### config.mk
export PLATFORM = sky130hd
export DESIGN_NAME = bus_width_bridge
export DESIGN_NICKNAME = d
export VERILOG_FILES = /design/src/rtl/bus_width_bridge.sv
export SDC_FILE = /design/constraint.sdc
export NUM_CORES = 1
export LEC_CHECK = 0
export ABC_CLOCK_PERIOD_IN_PS = 2009
export BUFFER_PORTS_ARGS = -buffer_cell sky130_fd_sc_hd__buf_4
export CAP_MARGIN = 10
export CORE_ASPECT_RATIO = 0.7
export CORE_MARGIN = 5
export CORE_UTILIZATION = 40
export DETAILED_ROUTE_END_ITERATION = 8
export GPL_TIMING_DRIVEN = 0
export PLACE_DENSITY = 0.87
export RECOVER_POWER = 25
export SYNTH_ARGS = -nofsm -noshare
export SYNTH_HDL_FRONTEND = slang
export SYNTH_SLANG_ARGS = --single-unit
### constraint.sdc
create_clock -name clk -period 2.01 [get_ports clk]
set_clock_uncertainty 0.05 [all_clocks]
set_input_delay 0.1005 -clock clk [delete_from_list [all_inputs] [get_ports clk]]
set_output_delay 0.1005 -clock clk [all_outputs]
set_load 0.1 [all_outputs]
### src/rtl/bus_width_bridge.sv
module bus_width_bridge #(
  parameter int ADDR_W   = 20,
  parameter int WAIT_CYC = 2
) (
  input  logic              clk,
  input  logic              rst_n,
  input  logic [ADDR_W-1:0] cpu_addr,
  input  logic              cpu_bhe_n,
  input  logic              cpu_rd,
  input  logic              cpu_wr,
  input  logic [15:0]       cpu_wdata,
  output logic [15:0]       cpu_rdata,
  output logic              cpu_ready,
  output logic [ADDR_W-1:0] mem_addr,
  output logic              mem_cs_n,
  output logic              mem_oe_n,
  output logic              mem_we_n,
  input  logic [7:0]        mem_din,
  output logic [7:0]        mem_dout,
  output logic              mem_dout_en
);
  localparam int SLOT = WAIT_CYC + 2;
  localparam int CW   = $clog2(SLOT + 1);

  typedef enum logic [1:0] {IDLE, ACC, DONE} st_t;

  st_t          st;
  logic [CW-1:0] cnt;
  logic          second;
  logic [15:0]   rdata_q;

  wire is_word  = !cpu_addr[0] && !cpu_bhe_n;
  wire any_lane = !cpu_addr[0] || !cpu_bhe_n;
  wire hi_sel   = cpu_addr[0] | second;
  wire last     = (cnt == CW'(SLOT - 1));
  wire busy     = (st == ACC);
  wire wr_op    = cpu_wr && !cpu_rd;
  wire strobe   = cpu_rd || cpu_wr;

  always_ff @(posedge clk or negedge rst_n) begin
    if (!rst_n) begin
      st      <= IDLE;
      cnt     <= '0;
      second  <= 1'b0;
      rdata_q <= '0;
    end else begin
      case (st)
        IDLE: if (strobe) begin
          rdata_q <= '0;
          second  <= 1'b0;
          cnt     <= '0;
          st      <= any_lane ? ACC : DONE;
        end
        ACC: if (last) begin
          if (cpu_rd) begin
            if (hi_sel) rdata_q[15:8] <= mem_din;
            else        rdata_q[7:0]  <= mem_din;
          end
          if (is_word && !second) begin
            second <= 1'b1;
            cnt    <= '0;
          end else begin
            st <= DONE;
          end
        end else begin
          cnt <= cnt + 1'b1;
        end
        DONE: if (!strobe) st <= IDLE;
        default: st <= IDLE;
      endcase
    end
  end

  assign mem_addr    = {cpu_addr[ADDR_W-1:1], cpu_addr[0] | second};
  assign mem_cs_n    = !busy;
  assign mem_oe_n    = !(busy && cpu_rd);
  assign mem_we_n    = !(busy && wr_op && !last);
  assign mem_dout_en = busy && wr_op;
  assign mem_dout    = hi_sel ? cpu_wdata[15:8] : cpu_wdata[7:0];
  assign cpu_rdata   = rdata_q;
  assign cpu_ready   = (st == DONE);
endmodule


* Yosys cells after proc, flatten, opt, wreduce, memory -nomap -nowiden
Cells that the tools add are included.
Word-level totals: output and inout port bits 49, bits of input ports 49, register bits after elaboration 22
Operators by class: equal/unequal tests 12, add/subtract/negate cells 1, reduce and logical (&&, ||, !) cells 23, bitwise operators 1, muxes and demuxes 21
Operators with widths (number):
- 16-bit two-way mux | 3
- 16-bit case mux with 2 select lines | 1
- 8-bit two-way mux | 3
- 2-bit inequality test, second input constant | 7
- 2-bit two-way mux | 5
- 5-bit AND reduction | 2
- 3-bit two-way mux | 3
- 1-bit zero test | 8
- 4-bit AND reduction | 2
- 1-bit logical AND | 6
- 2-bit case mux with 3 select lines | 1
- 3-bit case mux with 2 select lines | 1
- 3-bit by 1-bit adder with 3-bit output, second input constant | 1
- 3-bit by 2-bit equality test with 1-bit output, second input constant | 1
- 1-bit two-way mux | 3
- 3-bit by 2-bit inequality test with 1-bit output, second input constant | 1
- 3-bit AND reduction | 1
- 2-bit by 1-bit equality test with 1-bit output, second input constant | 1
- 2-bit equality test, second input constant | 1
- 2-bit zero test | 1
- 1-bit logical OR | 2
- 2-bit by 1-bit inequality test with 1-bit output, second input constant | 1
- 1-bit case mux with 2 select lines | 1
- 2-bit nonzero test | 1
- 1-bit bitwise OR | 1

* Logic depth before layout (Yosys ltp)
Gate-level depths: netlist (run 1).
depth after elaboration 6, mapped depth 5, mapped depth without buffers 4

* Worst setup path after synthesis (run 1)
Ideal clock, no wire load.
path type reg2out, start register st[1], end output mem_we_n, stages on the path, launching flop included 5, arrival 4.901 ns, slack -3.042 ns, required time 1.859 ns, path buffers 0, path through dfrtp_1 > and2b_1 > inv_1 > nor3b_1 > nand2_1
Between the ends: cells in the longest elaborated chain, start to end 4
RTL lines:
- start: declaration | RTL line 27 | st_t st;
- start signal: assignment | RTL line 52 | st <= any_lane ? ACC : DONE;
- 2-bit by 1-bit equality test with 1-bit output | RTL line 36 | wire busy = (st == ACC);
- 1-bit logical AND
- named net mem_dout_en | RTL line 20 | output logic mem_dout_en
- 1-bit logical AND | RTL line 77 | assign mem_we_n = !(busy && wr_op && !last);
- 1-bit zero test | RTL line 77
- end: declaration | RTL line 17 | output logic mem_we_n,
The timed path passes the listed nets, and every way through them passes these cells.

* Worst setup path after layout (run 1)
start register second, end output mem_dout[2]
Between the ends: cells in the longest elaborated chain, start to end 2
RTL lines:
- start: declaration | RTL line 29 | logic second;
- start signal: assignment | RTL line 44 | second <= 1'b0;
- start signal: assignment | RTL line 50 | second <= 1'b0;
- start signal: assignment | RTL line 60 | second <= 1'b1;
- 1-bit bitwise OR | RTL line 34 | wire hi_sel = cpu_addr[0] | second;
- 8-bit two-way mux | RTL line 79 | assign mem_dout = hi_sel ? cpu_wdata[15:8] : cpu_wdata[7:0];
- end: declaration | RTL line 19 | output logic [7:0] mem_dout,
No other way between the ends.

==> flow_metrics.tcl, run 1 <==
set metrics [dict create \
    hold_viol_final 0 \
    worstHoldStart "mem_din[6]" \
    dr.pass1.iters 4 \
    wirelength_um 3950 \
    drtIter0Drc 65 \
    fin_tns_setup_ps 0 \
    rows 17 \
    cpPeakStageDelay_ps 490 \
    vias 1324 \
    core_sq_um 3210 \
    ios 98 \
    drv_cap 0 \
    tightest_slew_ps 1170 \
    path_class "reg -> out" \
    rsz0062_at_grt "false" \
    clk_latency_ps 260 \
    dieArea_sq_um 4670 \
    synth_cell_types 39 \
    hpwl_um 3100 \
    nets 271 \
    cp_max_fo 10 \
    die_w_um 79.6 \
    cp_slowest_cell "dfrtp_1" \
    timing.rr.end "cpu_rdata[11]$_DFFE_PN0P_" \
    cts-htree-levels 1 \
    avgRoutedWirePerCell_um 14.9 \
    regToRegStartpoint "cnt[0]$_DFFE_PN0P_" \
    syn-cell-area_sq_um 1360 \
    synth_nets 188 \
    drive_above_1_share_pct 56.2 \
    switching_share_pct 63.3 \
    path_buf_inv 2 \
    finalCritPeriodShare_pct 97.4 \
    die_h_um 58.7 \
    setup_viol 0 \
    slew_violations 0 \
    ys_warn_count 0 \
    ir_drop_uv 1020 \
    cts_buffers 3 \
    crit_path_cell_trace "nor2_8, buf_2, mux2_2, buf_4" \
    overflow 0 \
    port_buffers 77 \
    post-route-min-period_ps 1960 \
    fmax_mhz 511 \
    combPwrFrac_pct 72.9 \
    routed_via_density 4.98 \
    clock-sinks 22 \
    holdPathStages 2 \
    rr_worst_depth 5 \
    hold_class "in -> reg" \
    grt_pass1_vias 1287 \
    clockRootBuffer "clkbuf_8" \
    p_per_area_nw_per_um2 1840 \
    cp.required_ps 1860 \
    syn_area_per_cell_sq_um 9.82 \
    drc 0 \
    outcome "finished, final reports clean" \
    ys_seq_area_share_pct 40.6 \
    p_int_uw 1390 \
    layout_setup_ws_ps 52.4 \
    dpl_worst_slack_ps 346 \
    critPathArrivalTime_ps 1810 \
    clockBufferDepth 2 \
    cts_tree "built" \
    r2r_slack_ps 400 \
    gp_congestion 0.851 \
    clk_pin_slew_ps 70 \
    grt_util_all_layers_pct 16.2 \
    pwr-share-seq_pct 20.2 \
    ctsResizeCount 0 \
    diodes 0 \
    p_sw_uw 2390 \
    clkPwrFrac_pct 6.9 \
    grt_max_degree 23 \
    synth-seq-cells 22 \
    worstHoldEndpoint "cpu_rdata[14]$_DFFE_PN0P_" \
    synth_cells 138 \
    crit_family "buffers and inverters" \
    cp-end-kind "output pin" \
    cts_setup_buffers 0 \
    detail-route-antenna-nets 0 \
    grt_pass1_wl_um 6080 \
    initial_utilization_pct 42.2 \
    synthToLayoutAreaGrowth_pct 51.8 \
    p_leak_uw 0.00103 \
    antenna_found_initial 0 \
    slew_headroom_pct 21.7 \
    start_kind "flip-flop" \
]
[worst max path at each step]
stage                       start     endpoint  slack [ps]  cells past startpoint
2_1_floorplan   st[1]$_DFFE_PN0P_     mem_we_n        -640                      4
3_3_place_gp   second$_DFFE_PN0P_  mem_dout[6]         370                      4
3_5_place_dp   second$_DFFE_PN0P_  mem_dout[2]         350                      4
4_1_cts        second$_DFFE_PN0P_  mem_dout[2]          60                      4
5_1_grt        second$_DFFE_PN0P_  mem_dout[2]           6                      4
6_report       second$_DFFE_PN0P_  mem_dout[2]          50                      4
[timing repair]
| item | 4_1_cts | 5_1_grt |
|---|---|---|
| hold endpoints to repair | 22 | 0 |
| endpoints found under the setup margin | 0 | 0 |
| hold buffers | 1 | 0 |
[flip-flops by register name (all words and copies together) (netlist names)]
name / cells
cnt: 3
cpu_rdata: 16
second: 1
st: 2
[placed cells by master, fill, tap and decap left out, types with 2 or more instances in the layout]
cell type	netlist	final
buf_4	20	95
dfrtp_1	22	22
nand2_1	20	19
mux2_2	8	8
a22o_1	8	8
nand4_1	8	8
o211ai_1	8	8
buf_2	4	4
inv_1	4	4
clkbuf_1	2	4
a21oi_1	4	4
clkbuf_8	0	3
or2_2	2	2
[per-stage QoR]
stage,hold WS (ps),instance area (sq um),power (uW),std cells,utilization [%]
finish,20.0,2060,3780,266,64.0
global route,19.1,2060,3930,266,64.0
CTS,17.6,2060,3790,266,64.3
detailed placement,-44.8,2010,3520,262,62.7
global placement,-50.6,2010,3490,262,62.7
floorplan,-245,1380,2940,138,-
[layer usage]
layer  routed length, um  global-route usage (%)  share of wire, %
met5                   0                       0                 0
met4                   0                   0.735                 0
met3                 308                    5.05               7.8
met2                2060                    27.8                52
met1                1590                    21.3                40
[logic make-up after synthesis]
| group | share of synthesized area, % |
|---|---|
| compound gates | 16.6 |
| fa+ha+maj | 0.923 |
| buf+inv | 15.3 |
| mux | 6.65 |
| flops | 40.6 |
| simple gates | 19.9 |
[layout make-up]
cell class,instances,area (sq um)
Clock buffer,3,41.3
Multi-Input combinational cell,84,618
Fill cell,275,1150
Tap cell,47,58.8
Sequential cell,22,551
Inverter,5,18.8
Buffer,27,189
Timing Repair Buffer,78,581
[cells in the mapped netlist (all sizes together)]
cell type / number / area, sq um
nand4: 8 / 50.1
ha: 1 / 12.5
and3: 1 / 11.3
o22a: 1 / 8.76
nor2b: 1 / 6.26
mux2: 8 / 90.1
clkbuf: 2 / 7.51
nand3b: 1 / 7.51
nand2: 20 / 75.1
a31oi: 1 / 6.26
nand3: 1 / 5.00
and3b: 1 / 8.76
a211oi: 1 / 12.5
o31a: 1 / 8.76
inv: 5 / 18.8
nor3b: 2 / 15.0
and4bb: 1 / 16.3
a21oi: 4 / 20.0
o21ai: 2 / 10.0
and2b: 1 / 7.51
a311oi: 1 / 8.76
a211o: 1 / 8.76
or2: 2 / 12.5
o21bai: 1 / 11.3
nor3: 1 / 5.00
o211ai: 8 / 60.1
a22o: 8 / 70.1
nor2: 3 / 30.0
or3: 1 / 6.26
nor4: 1 / 6.26
dfrtp: 22 / 551
nand2b: 1 / 6.26
buf: 25 / 181
[power groups by stage]
stage	Combinational, uW	Sequential, uW	Clock, uW
2_1_floorplan	1260	1680	0
3_3_place_gp	2730	759	0
3_5_place_dp	2760	763	0
4_1_cts	2770	756	269
5_1_grt	2860	787	282
6_report	2760	762	262
[worst register-to-register path, delay by kind of cell (launching register included)]
family,cells,cell delay (ps)
and+or+nand+nor,2,410
AOI/OAI and AO/OA,1,230
DFF,1,410
buffers and inverters,1,130
adders and majority gates,1,260
No activity file was read; power rests on OpenSTA's default activity.
==> run 2: changes to the inputs <==
==> constraint.sdc (replaced) <==
create_clock -name clk -period 2.01 [get_ports clk]
set_clock_uncertainty 0.05 [all_clocks]
set_input_delay 0.402 -clock clk [delete_from_list [all_inputs] [get_ports clk]]
set_output_delay 0.402 -clock clk [all_outputs]
set_load 0.1 [all_outputs]
==> flow_metrics.tcl, run 2 (same netlist as run 1, synthesis figures left out) <==
set metrics [dict create \
    p_sw_uw 2440 \
    hold_class "in -> reg" \
    regToRegStartpoint "st[1]$_DFFE_PN0P_" \
    finalCritPeriodShare_pct 98.5 \
    die_h_um 58.7 \
    holdPathStages 2 \
    p_leak_uw 0.00109 \
    grt_pass1_wl_um 6250 \
    final_common_cell "buf_4" \
    combPwrFrac_pct 74.5 \
    cts-htree-levels 1 \
    initial_utilization_pct 42.2 \
    crit_path_cell_trace "nor2_8, buf_6, mux2_2, buf_6" \
    worstHoldEndpoint "cpu_rdata[9]$_DFFE_PN0P_" \
    setup_viol 0 \
    clk_pin_slew_ps 70 \
    cts_tree "built" \
    fmax_mhz 505 \
    r2r_slack_ps 350 \
    diodes 0 \
    cpPeakStageDelay_ps 450 \
    path_class "reg -> out" \
    layout_setup_ws_ps 30.8 \
    grt_max_degree 23 \
    post-route-min-period_ps 1980 \
    routed_via_density 5.04 \
    p_int_uw 1530 \
    num-fill-cells 251 \
    clk_latency_ps 260 \
    wirelength_um 4170 \
    clock-sinks 22 \
    vias 1377 \
    detail-route-antenna-nets 0 \
    clkPwrFrac_pct 6.6 \
    cp-end-kind "output pin" \
    cts_buffers 3 \
    largest_reg_flops 16 \
    path_buf_inv 2 \
    dpl_worst_slack_ps -37.4 \
    drtIter0Drc 81 \
    grt_pass1_vias 1314 \
    hold_viol_final 0 \
    port_buffers 77 \
    cp_slowest_cell "dfrtp_2" \
    die_w_um 79.6 \
    p_per_area_nw_per_um2 1810 \
    cpMostUsedCell "buf_6" \
    critPathArrivalTime_ps 1530 \
    cp.required_ps 1560 \
    synthToLayoutAreaGrowth_pct 62.5 \
    nets 278 \
    slew_violations 0 \
    gp_congestion 0.851 \
    finalPower_uw 3980 \
    clockBufferDepth 2 \
    drive_above_1_share_pct 59.7 \
    cp_max_fo 8 \
    ios 98 \
    overflow 0 \
    avgRoutedWirePerCell_um 15.3 \
    rows 17 \
    crit_family "flip-flops" \
    final_cell_mix "buf_4 (91), dfrtp_1 (20), nand2_1 (19)" \
    outcome "finished, final reports clean" \
    core_sq_um 3210 \
    start_kind "flip-flop" \
    hpwl_um 3100 \
    slew_headroom_pct 23.3 \
    drc 0 \
    timing.rr.end "cpu_rdata[11]$_DFFE_PN0P_" \
    antenna_found_initial 0 \
    grt_util_all_layers_pct 16.6 \
    dr.pass1.iters 4 \
    tightest_slew_ps 1150 \
    drv_cap 0 \
    pwr-share-seq_pct 18.8 \
    rr_worst_depth 4 \
    clockRootBuffer "clkbuf_8" \
    worstHoldStart "mem_din[1]" \
    ir_drop_uv 1030 \
    switching_share_pct 61.4 \
    dieArea_sq_um 4670 \
    rsz0062_at_grt "true" \
]
run 2: cell types whose count changed in the layout (fill, tap and decap cells not counted), moves of 2 or more:
cell and change:
buf_12 +2, buf_2 -2, buf_4 -4, buf_6 +10, buf_8 +2, dfrtp_1 -2, dfrtp_2 +2
run 2: cell type report:
class / instances / area, sq um / area share [%]
plain buffers: 27 / 201 / 9.15
clock buffers: 3 / 41.3 / 1.88
inverters: 5 / 21.3 / 0.966
multi-input cells: 84 / 619 / 28.1
flip-flops and latches: 22 / 553 / 25.1
well taps: 47 / 58.8 / 2.67
repair buffers: 85 / 707 / 32.1
run 2: power by group through the flow:
stage,Sequential [uW],Combinational [uW],Clock (uW)
after detailed placement,763,2760,0
after global routing,771,3070,283
after CTS,742,2870,269
after global placement,759,2730,0
final,750,2960,264
after floorplan,1680,1260,0
run 2: worst register-to-register path: stages, from the launching register on:
cell and delay, ps:
dfrtp_2 410, buf_4 160, o21bai_2 300, a211o_1 400, a22o_1 230
run 2: per-stage QoR:
step / setup TNS (ps) / hold slack [ps] / instance area [sq um] / utilization, % / instances
floorplan: -1470 / 56.4 / 1380 / - / 138
global placement: -40.1 / 251 / 2010 / 62.7 / 262
detailed placement: -66.3 / 257 / 2010 / 62.7 / 262
CTS: 0 / 319 / 2130 / 66.3 / 269
global route: 0 / 320 / 2200 / 68.6 / 273
finish: 0 / 323 / 2200 / 68.6 / 273
run 2: worst max path at each step:
stage                       startpoint          end  slack, ps  depth (start not counted)
finish              second$_DFFE_PN0P_  mem_dout[2]         30                          4
global route         st[1]$_DFFE_PN0P_     mem_we_n        0.6                          5
CTS                  st[0]$_DFFE_PN0P_     mem_we_n         20                          6
detailed placement         cpu_addr[0]  mem_dout[2]        -40                          5
global placement           cpu_addr[0]  mem_dout[6]        -20                          5
floorplan            st[1]$_DFFE_PN0P_     mem_we_n       -940                          4
run 2: timing repair:
| item | CTS | global route |
|---|---|---|
| setup buffers | 3 | 4 |
| endpoints found under the hold margin | 22 | 0 |
| pin swaps | 2 | 1 |
| gates cloned | 0 | 0 |
| resized for setup | 11 | 13 |
| endpoints found under the setup margin | 4 | 11 |
| hold buffers | 1 | 0 |
run 2: per-layer routing:
layer / up-vias / share of wire, % / track usage [%]
met2: 50 / 52 / 28.3
met5: - / 0 / 0
li1: 654 / - / -
met3: 2 / 8.5 / 5.05
met1: 671 / 39 / 21.9
met4: 0 / 0.34 / 0.735
